`config.mk`:
```
export PLATFORM = sky130hd
export DESIGN_NAME = wdog_unit
export DESIGN_NICKNAME = d
export VERILOG_FILES = /design/src/rtl/wdog_pkg.sv /design/src/rtl/wdog_regs.sv /design/src/rtl/wdog_count.sv /design/src/rtl/wdog_fsm.sv /design/src/rtl/wdog_unit.sv
export SDC_FILE = /design/constraint.sdc
export NUM_CORES = 1
export LEC_CHECK = 0
export ABC_AREA = 1
export CAP_MARGIN = 20
export CORE_MARGIN = 10
export CORE_UTILIZATION = 50
export CTS_BUF_LIST = sky130_fd_sc_hd__clkbuf_16
export CTS_CLUSTER_DIAMETER = 100
export DETAILED_ROUTE_END_ITERATION = 10
export DONT_BUFFER_PORTS = 1
export PLACE_DENSITY = 0.74
export SYNTH_ARGS = -nofsm -noshare
export SYNTH_HDL_FRONTEND = slang
export SYNTH_SLANG_ARGS = --single-unit
```
`constraint.sdc`:
```
create_clock -name clk -period 6 [get_ports clk]
set_input_delay 1.2 -clock clk [delete_from_list [all_inputs] [get_ports clk]]
set_output_delay 1.2 -clock clk [all_outputs]
set_load 0.03 [all_outputs]
```
`src/rtl/wdog_pkg.sv`:
```
package wdog_pkg;

    typedef enum logic [1:0] {
        ST_IDLE  = 2'd0,
        ST_RUN   = 2'd1,
        ST_HOLD  = 2'd2,
        ST_SPENT = 2'd3
    } wd_state_e;

    typedef enum logic [1:0] {
        ACT_RESET = 2'd0,
        ACT_NMI   = 2'd1,
        ACT_IRQ   = 2'd2,
        ACT_NONE  = 2'd3
    } wd_action_e;

    localparam logic [1:0] ADDR_CTRL  = 2'd0;
    localparam logic [1:0] ADDR_LOAD  = 2'd1;
    localparam logic [1:0] ADDR_KICK  = 2'd2;
    localparam logic [1:0] ADDR_COUNT = 2'd3;

    localparam int CTRL_EN_BIT     = 4;
    localparam int CTRL_STICKY_BIT = 8;

endpackage

```
`src/rtl/wdog_regs.sv`:
```
module wdog_regs
    import wdog_pkg::*;
#(
    parameter int          WIDTH     = 32,
    parameter logic [31:0] KICK_KEY  = 32'h5AA5_C33C,
    parameter logic [31:0] INIT_LOAD = 32'hFFFF_FFFF
) (
    input  logic             clk,
    input  logic             rst_n,
    input  logic             por_n,
    input  logic             we_i,
    input  logic [1:0]       addr_i,
    input  logic [WIDTH-1:0] wdata_i,
    input  logic [WIDTH-1:0] cnt_i,
    input  logic             sticky_set_i,
    output logic [WIDTH-1:0] rdata_o,
    output wd_action_e       action_o,
    output logic             en_o,
    output logic [WIDTH-1:0] load_o,
    output logic             load_wr_o,
    output logic             kick_o,
    output logic             sticky_o
);

    localparam logic [WIDTH-1:0] KEY_W  = KICK_KEY[WIDTH-1:0];
    localparam logic [WIDTH-1:0] INIT_W = INIT_LOAD[WIDTH-1:0];

    logic ctrl_wr;
    logic sticky_clr;

    assign ctrl_wr    = we_i && (addr_i == ADDR_CTRL);
    assign load_wr_o  = we_i && (addr_i == ADDR_LOAD);
    assign kick_o     = we_i && (addr_i == ADDR_KICK) && (wdata_i == KEY_W);
    assign sticky_clr = ctrl_wr && wdata_i[CTRL_STICKY_BIT];

    always_ff @(posedge clk or negedge rst_n) begin
        if (!rst_n) begin
            action_o <= ACT_RESET;
            en_o     <= 1'b0;
            load_o   <= INIT_W;
        end else begin
            if (ctrl_wr) begin
                action_o <= wd_action_e'(wdata_i[1:0]);
                en_o     <= wdata_i[CTRL_EN_BIT];
            end
            if (load_wr_o) begin
                load_o <= wdata_i;
            end
        end
    end

    // reset-cause flag lives on the power-on domain only
    always_ff @(posedge clk or negedge por_n) begin
        if (!por_n) begin
            sticky_o <= 1'b0;
        end else if (sticky_set_i) begin
            sticky_o <= 1'b1;
        end else if (sticky_clr) begin
            sticky_o <= 1'b0;
        end
    end

    always_comb begin
        rdata_o = '0;
        unique case (addr_i)
            ADDR_CTRL: begin
                rdata_o[1:0]            = action_o;
                rdata_o[CTRL_EN_BIT]     = en_o;
                rdata_o[CTRL_STICKY_BIT] = sticky_o;
            end
            ADDR_LOAD:  rdata_o = load_o;
            ADDR_KICK:  rdata_o = '0;
            ADDR_COUNT: rdata_o = cnt_i;
            default:    rdata_o = '0;
        endcase
    end

    AST_STICKY_SET: assert property (@(posedge clk) disable iff (!por_n)
        sticky_set_i |=> sticky_o);
    AST_STICKY_KEEP: assert property (@(posedge clk) disable iff (!por_n)
        (sticky_o && !sticky_clr) |=> sticky_o);

endmodule

```
`src/rtl/wdog_count.sv`:
```
module wdog_count #(
    parameter int          WIDTH     = 32,
    parameter logic [31:0] INIT_LOAD = 32'hFFFF_FFFF
) (
    input  logic             clk,
    input  logic             rst_n,
    input  logic             load_wr_i,
    input  logic [WIDTH-1:0] load_val_i,
    input  logic             reload_i,
    input  logic [WIDTH-1:0] reload_val_i,
    input  logic             dec_i,
    output logic [WIDTH-1:0] cnt_o,
    output logic             zero_o
);

    localparam logic [WIDTH-1:0] INIT_W = INIT_LOAD[WIDTH-1:0];
    localparam logic [WIDTH-1:0] ONE_W  = {{(WIDTH-1){1'b0}}, 1'b1};

    always_ff @(posedge clk or negedge rst_n) begin
        if (!rst_n) begin
            cnt_o <= INIT_W;
        end else if (load_wr_i) begin
            cnt_o <= load_val_i;
        end else if (reload_i) begin
            cnt_o <= reload_val_i;
        end else if (dec_i) begin
            cnt_o <= cnt_o - ONE_W;
        end
    end

    assign zero_o = (cnt_o == '0);

    AST_DEC_STEP: assert property (@(posedge clk) disable iff (!rst_n)
        (dec_i && !load_wr_i && !reload_i) |=> (cnt_o == $past(cnt_o) - ONE_W));
    AST_NO_WRAP: assert property (@(posedge clk) disable iff (!rst_n)
        (zero_o && !load_wr_i && !reload_i) |=> zero_o);
    AST_IDLE_HOLD: assert property (@(posedge clk) disable iff (!rst_n)
        (!dec_i && !load_wr_i && !reload_i) |=> $stable(cnt_o));

endmodule

```
`src/rtl/wdog_fsm.sv`:
```
module wdog_fsm
    import wdog_pkg::*;
#(
    parameter int HOLD_CYCLES = 16
) (
    input  logic       clk,
    input  logic       rst_n,
    input  logic       en_i,
    input  logic       zero_i,
    input  logic       kick_i,
    input  logic       load_wr_i,
    input  wd_action_e action_i,
    output wd_state_e  state_o,
    output logic       dec_o,
    output logic       reload_ok_o,
    output logic       sticky_set_o,
    output logic       rst_req_o,
    output logic       nmi_o,
    output logic       irq_o
);

    localparam int HW = (HOLD_CYCLES < 2) ? 1 : $clog2(HOLD_CYCLES);
    localparam logic [HW-1:0] HOLD_LAST = HW'(HOLD_CYCLES - 1);

    wd_state_e      state_q, state_d;
    logic [HW-1:0]  hold_q;
    logic           expire;

    assign state_o     = state_q;
    assign reload_ok_o = kick_i && (state_q != ST_HOLD);
    assign dec_o       = (state_q == ST_RUN) && en_i && !zero_i;
    assign expire      = (state_q == ST_RUN) && en_i && zero_i
                         && !reload_ok_o && !load_wr_i;
    assign sticky_set_o = expire && (action_i == ACT_RESET);

    // state register
    always_ff @(posedge clk or negedge rst_n) begin
        if (!rst_n) begin
            state_q <= ST_IDLE;
        end else begin
            state_q <= state_d;
        end
    end

    // next state
    always_comb begin
        state_d = state_q;
        unique case (state_q)
            ST_IDLE: begin
                if (en_i) state_d = ST_RUN;
            end
            ST_RUN: begin
                if (!en_i) begin
                    state_d = ST_IDLE;
                end else if (expire) begin
                    state_d = (action_i == ACT_RESET) ? ST_HOLD : ST_SPENT;
                end
            end
            ST_HOLD: begin
                if (hold_q == HOLD_LAST) state_d = ST_SPENT;
            end
            ST_SPENT: begin
                if (!en_i) begin
                    state_d = ST_IDLE;
                end else if (reload_ok_o) begin
                    state_d = ST_RUN;
                end
            end
            default: state_d = ST_IDLE;
        endcase
    end

    // outputs
    always_ff @(posedge clk or negedge rst_n) begin
        if (!rst_n) begin
            hold_q    <= '0;
            rst_req_o <= 1'b0;
            nmi_o     <= 1'b0;
            irq_o     <= 1'b0;
        end else begin
            hold_q    <= (state_q == ST_HOLD) ? hold_q + 1'b1 : '0;
            rst_req_o <= (state_d == ST_HOLD);
            nmi_o     <= expire && (action_i == ACT_NMI);
            irq_o     <= expire && (action_i == ACT_IRQ);
        end
    end

    AST_ONE_EVENT: assert property (@(posedge clk) disable iff (!rst_n)
        $countones({rst_req_o, nmi_o, irq_o}) <= 1);
    AST_NMI_PULSE: assert property (@(posedge clk) disable iff (!rst_n)
        nmi_o |=> !nmi_o);
    AST_IRQ_PULSE: assert property (@(posedge clk) disable iff (!rst_n)
        irq_o |=> !irq_o);
    AST_REQ_CAUSE: assert property (@(posedge clk) disable iff (!rst_n)
        $rose(rst_req_o) |-> ($past(zero_i) && $past(state_q == ST_RUN)));
    AST_QUIET_OFF: assert property (@(posedge clk) disable iff (!rst_n)
        (state_q == ST_IDLE) |=> !nmi_o && !irq_o && !rst_req_o);

endmodule

```
`src/rtl/wdog_unit.sv`:
```
module wdog_unit
    import wdog_pkg::*;
#(
    parameter int          WIDTH       = 32,
    parameter int          HOLD_CYCLES = 16,
    parameter logic [31:0] KICK_KEY    = 32'h5AA5_C33C,
    parameter logic [31:0] INIT_LOAD   = 32'hFFFF_FFFF
) (
    input  logic        clk,
    input  logic        por_n,
    input  logic        sys_rst_n,
    input  logic        bus_we,
    input  logic [1:0]  bus_addr,
    input  logic [31:0] bus_wdata,
    output logic [31:0] bus_rdata,
    output logic        rst_req_o,
    output logic        nmi_o,
    output logic        irq_o
);

    logic             core_rst_n;
    logic [WIDTH-1:0] cnt;
    logic [WIDTH-1:0] load_val;
    logic [WIDTH-1:0] rdata_w;
    logic             zero;
    logic             load_wr;
    logic             kick;
    logic             reload_ok;
    logic             dec;
    logic             en;
    logic             sticky;
    logic             sticky_set;
    wd_action_e       action;
    wd_state_e        state;

    assign core_rst_n = por_n & sys_rst_n;
    assign bus_rdata  = 32'(rdata_w);

    wdog_regs #(
        .WIDTH    (WIDTH),
        .KICK_KEY (KICK_KEY),
        .INIT_LOAD(INIT_LOAD)
    ) u_regs (
        .clk         (clk),
        .rst_n       (core_rst_n),
        .por_n       (por_n),
        .we_i        (bus_we),
        .addr_i      (bus_addr),
        .wdata_i     (bus_wdata[WIDTH-1:0]),
        .cnt_i       (cnt),
        .sticky_set_i(sticky_set),
        .rdata_o     (rdata_w),
        .action_o    (action),
        .en_o        (en),
        .load_o      (load_val),
        .load_wr_o   (load_wr),
        .kick_o      (kick),
        .sticky_o    (sticky)
    );

    wdog_count #(
        .WIDTH    (WIDTH),
        .INIT_LOAD(INIT_LOAD)
    ) u_count (
        .clk         (clk),
        .rst_n       (core_rst_n),
        .load_wr_i   (load_wr),
        .load_val_i  (bus_wdata[WIDTH-1:0]),
        .reload_i    (reload_ok),
        .reload_val_i(load_val),
        .dec_i       (dec),
        .cnt_o       (cnt),
        .zero_o      (zero)
    );

    wdog_fsm #(
        .HOLD_CYCLES(HOLD_CYCLES)
    ) u_fsm (
        .clk         (clk),
        .rst_n       (core_rst_n),
        .en_i        (en),
        .zero_i      (zero),
        .kick_i      (kick),
        .load_wr_i   (load_wr),
        .action_i    (action),
        .state_o     (state),
        .dec_o       (dec),
        .reload_ok_o (reload_ok),
        .sticky_set_o(sticky_set),
        .rst_req_o   (rst_req_o),
        .nmi_o       (nmi_o),
        .irq_o       (irq_o)
    );

    AST_HOLD_NO_KICK: assert property (@(posedge clk) disable iff (!core_rst_n)
        (state == ST_HOLD && !load_wr) |=> $stable(cnt));
    AST_FLAG_WITH_REQ: assert property (@(posedge clk) disable iff (!core_rst_n)
        $rose(rst_req_o) |-> sticky);

endmodule

```
==> reports/results.md <==
| Quantity | Value |
|:---|:---|
| Average cell area after synthesis | 6.62 µm² |
| Crit Path Max Fanout | 13 |
| Via density per instance | 5.61 |
| Cell type with the largest total area after synthesis | sky130_fd_sc_hd__dfstp_2 |
| Post-synthesis to final-layout area growth | 6.93% |
| Number of remaining DRC errors | 0 |
| Detail Route Antenna Nets | 0 |
| Sequential area share after synthesis | 38.7% |
| Cell Count Post-Placement | 897 |
| Clk Latency, worst-skew pair | 0.35 ns |
| Clock tree from TritonCTS | built |
| Arithmetic-cell share of the synthesized area counting full adders, half adders and majority gates | 0.724% |
| Maximum resistive drop on vdd | 0.201 mV |
| Site row count | 37 |
| Hold Vio Cnt, Final | 0 |
| Effective utilization at floorplan | 50.7% |
| Net count after synthesis | 824 |
| Time the worst path needs with I/O delays and setup | 4.30 ns |
| Class of the tightest hold or removal check | flop to flop |
| Worst-path clk slew | 0.05 ns |
| Peak-usage layer in the global routing report | met2 |
| CP top delay family | compound AO/OA/AOI/OAI gates |
| Static power due to leakage | 2.73 nW |
| Post-synthesis instance area | 5180 µm² |
| Count of clock tree sinks | 77 |
| Sum Neg Setup Slack | 0 ns |
| FF-to-FF End | u_count.cnt_o[1] |
| Final cell count without fillers | 913 |
| Achievable Freq | 233 MHz |
| Global-route wire length before repair | 24900 µm |
| Number of buffers inserted by hold repair at cts | 0 |
| Final Slew Violations | 0 |
| CTS Root Buffer Type | sky130_fd_sc_hd__clkbuf_16 |
| Vertical die dimension | 122 µm |
| Slew margin rel. | 23.8% |
| Proportion of netlist area held by the largest area contributor | 32.4% |
| Post-synthesis simple-gate area fraction | 40.7% |
| Category of the worst setup path capture point | output port |
| Met3 routing resource usage after global routing | 5.69% |
| Floorplan die width | 122 µm |
| Critical Path AT | 3.10 ns |
| Status | finished, final reports clean |
| Leading cell types by total area after synthesis | sky130_fd_sc_hd__dfstp_2 32%, sky130_fd_sc_hd__nand2_1 22%, sky130_fd_sc_hd__inv_1 6.5%, sky130_fd_sc_hd__dfrtp_1 6.3%, sky130_fd_sc_hd__nand3_1 6.1% |
| Count of warnings emitted by yosys | 0 |
| Max-cap check violation count | 0 |
| P per Cell Area | 429 nW/µm² |
| Maximum number of pins on one net before global-route repair | 41 |
| FF+latch count, synth | 77 |
| Antenna fix cells | 0 |
| Type of the worst setup path | input pin to output port |
| Dominant combinational cell family by area after synthesis | simple AND/OR/NAND/NOR gates |
| Nets@finish | 813 |
| HPWL Detailed | 11400 µm |
| Multiplexer fraction of the synthesized cell area | 0.217% |
| Post CTS Setup Buffer Count | 0 |
| Final setup skew | 0.00778 ns |
| Post-cts sizing count | 0 |
| Crit-path cells | inv_2, nor2_1, inv_1, o221ai_1 |
| Vias in the first global route | 4955 |
| Number of antenna violations at the first check in global routing | 0 |
| Launch point of the worst hold path | u_fsm.hold_q[0] |
| Startpoint type of the worst setup path | input pin |
| Grt met1 use | 25.2% |
| Final Setup Violations | 0 |
| Aggregate routed wire length | 15700 µm |
| Worst reg-to-reg path cell count | 9 |
| Number of stages on the worst hold path | 1 |
| Post-synthesis compound-gate area fraction | 9.22% |
| Met2 GRT Util | 35.0% |
| Maximum cell stage delay along the critical path | 0.74 ns |
| Number of buffers inserted during clock tree synthesis | 9 |
| Worst Setup Slack, final | 1.70 ns |
| Start of the worst register-to-register path | u_fsm.state_o[1] |
| Count of unique library cells instantiated by Yosys | 34 |
| Share of the cycle needed by the critical path after routing | 71.6% |
| Buffers from clock root to sink, at most | 2 |
| Via count | 5119 |
| Top Ports | 73 |
| Terminating pin of the worst hold path | u_fsm.hold_q[0] |
| Routability congestion estimate from global placement | 0.972 |
| Core Footprint | 10200 µm² |
| Cells after Synth | 783 |
| Setup repair after global routing missed its margin | no |
| Post-DR wirelength/cell | 17.2 µm |
| Post-placement setup slack | 1.72 ns |
| Data required, critical path | 4.80 ns |
| Area enclosed by the die boundary | 14800 µm² |
| Number of iterations in the first detailed-routing pass | 5 |
| Post-Synth XOR/XNOR Area | 0.676% |
| Critical-path top delay cell | sky130_fd_sc_hd__o221ai_1 |
| Grt ovf | 0 |
| Transition at the pin with the smallest max-transition slack | 1.14 ns |
| Internal reg-to-reg setup slack | 2.93 ns |
| Buffers & Inverters on Critical Path | 2 |
| Number of buffers inserted by port buffering | 0 |
| DRC violation total after the first TritonRoute iteration | 446 |
| Global-route usage over all layers | 21.2% |
| Htree depth | 3 |
| Ratio of cells with drive above 1 in the final layout | 15.3% |
registers in the layout, summed over array words and instances, names as in the netlist, 2 cells and up:
| register | cells |
|---|---|
| u_fsm.hold_q | 4 |
| u_regs.action_o | 2 |
| u_fsm.state_o | 2 |
| u_count.cnt_o | 32 |
| u_regs.load_o | 32 |
cells by family (layout without fill, tap and decap cells):
| group | count (synthesis) | in the layout |
|---|---|---|
| AND/OR/NAND/NOR | 496 | 496 |
| buffers and inverters | 120 | 114 |
| AO/OA/AOI/OAI | 82 | 82 |
| flip-flops | 77 | 77 |
| XOR/XNOR | 4 | 4 |
| adder cells (fa/ha/maj) | 3 | 3 |
| multiplexers | 1 | 1 |
report_power, final:
group          switching, mW  leakage [nW]  total [mW]  internal (mW)
combinational          0.625          1.73       0.891          0.266
clock                  0.222         0.155       0.581          0.359
sequential             0.152         0.842       0.903          0.752
stage by stage:
step | power [mW] | util, % | cell area [µm²] | hold slack, ns
floorplan | 1.60 | - | 5180 | 0.433
global route | 2.53 | 54.2 | 5540 | 0.502
detailed placement | 1.79 | 51.2 | 5240 | 0.454
finish | 2.38 | 54.2 | 5540 | 0.462
global placement | 1.77 | 51.2 | 5240 | 0.447
CTS | 2.37 | 54.2 | 5540 | 0.461
how the worst max path moves through the flow:
| stage | end | startpoint | slack [ns] | depth (start not counted) |
|---|---|---|---|---|
| after floorplan | bus_rdata[23] | bus_addr[1] | 2.34 | 5 |
| after detailed placement | bus_rdata[4] | bus_addr[0] | 1.72 | 4 |
| final | bus_rdata[1] | bus_addr[0] | 1.70 | 4 |
| after CTS | bus_rdata[4] | bus_addr[0] | 1.72 | 4 |
| after global placement | bus_rdata[8] | bus_addr[0] | 1.82 | 4 |
| after global routing | bus_rdata[0] | bus_addr[0] | 1.55 | 4 |
cell type report:
cell class / instances / area [µm²]
Fill cell: 1042 / 4690
Multi-Input combinational cell: 586 / 2670
Sequential cell: 77 / 2010
Inverter: 93 / 352
Clock buffer: 9 / 225
Tap cell: 136 / 170
Clock inverter: 7 / 81.3
Timing Repair Buffer: 5 / 37.5
per-layer routing:
| metal | vias to the layer above | routed length, µm |
|---|---|---|
| met1 | 2415 | 6320 |
| met2 | 223 | 7380 |
| met5 | - | 0 |
| li1 | 2446 | - |
| met4 | 0 | 429 |
| met3 | 35 | 1610 |
synthesized netlist by cell type (all sizes together):
| master | count |
|---|---|
| a21oi | 13 |
| buf | 15 |
| clkbuf | 12 |
| clkinv | 1 |
| dfrtp | 13 |
| dfstp | 64 |
| ha | 3 |
| inv | 92 |
| mux2 | 1 |
| nand2 | 308 |
| nand3 | 64 |
| nand3b | 4 |
| nand4 | 14 |
| nor2 | 94 |
| nor3 | 10 |
| nor4 | 1 |
| o21ai | 53 |
| o21bai | 3 |
| o221ai | 4 |
| o22ai | 9 |
| or2 | 1 |
| xor2 | 4 |
placed cells by master, fill, tap and decap left out, types with 4 or more instances in the layout:
cell                        synthesis  final
sky130_fd_sc_hd__a21oi_1            4      4
sky130_fd_sc_hd__a21oi_2            9      9
sky130_fd_sc_hd__buf_4              4      5
sky130_fd_sc_hd__clkbuf_16          0      9
sky130_fd_sc_hd__dfrtp_1           13     13
sky130_fd_sc_hd__dfstp_2           64     64
sky130_fd_sc_hd__inv_1             90     90
sky130_fd_sc_hd__nand2_1          308    308
sky130_fd_sc_hd__nand3_1           63     63
sky130_fd_sc_hd__nand3b_1           4      4
sky130_fd_sc_hd__nand4_1           14     14
sky130_fd_sc_hd__nor2_1            74     74
sky130_fd_sc_hd__nor2_2            15     15
sky130_fd_sc_hd__nor2_4             4      4
sky130_fd_sc_hd__nor3_1             8      8
sky130_fd_sc_hd__o21ai_0           53     53
sky130_fd_sc_hd__o221ai_1           4      4
sky130_fd_sc_hd__o22ai_1            9      9
sky130_fd_sc_hd__xor2_1             4      4
Power figures use the tool's default switching activity.
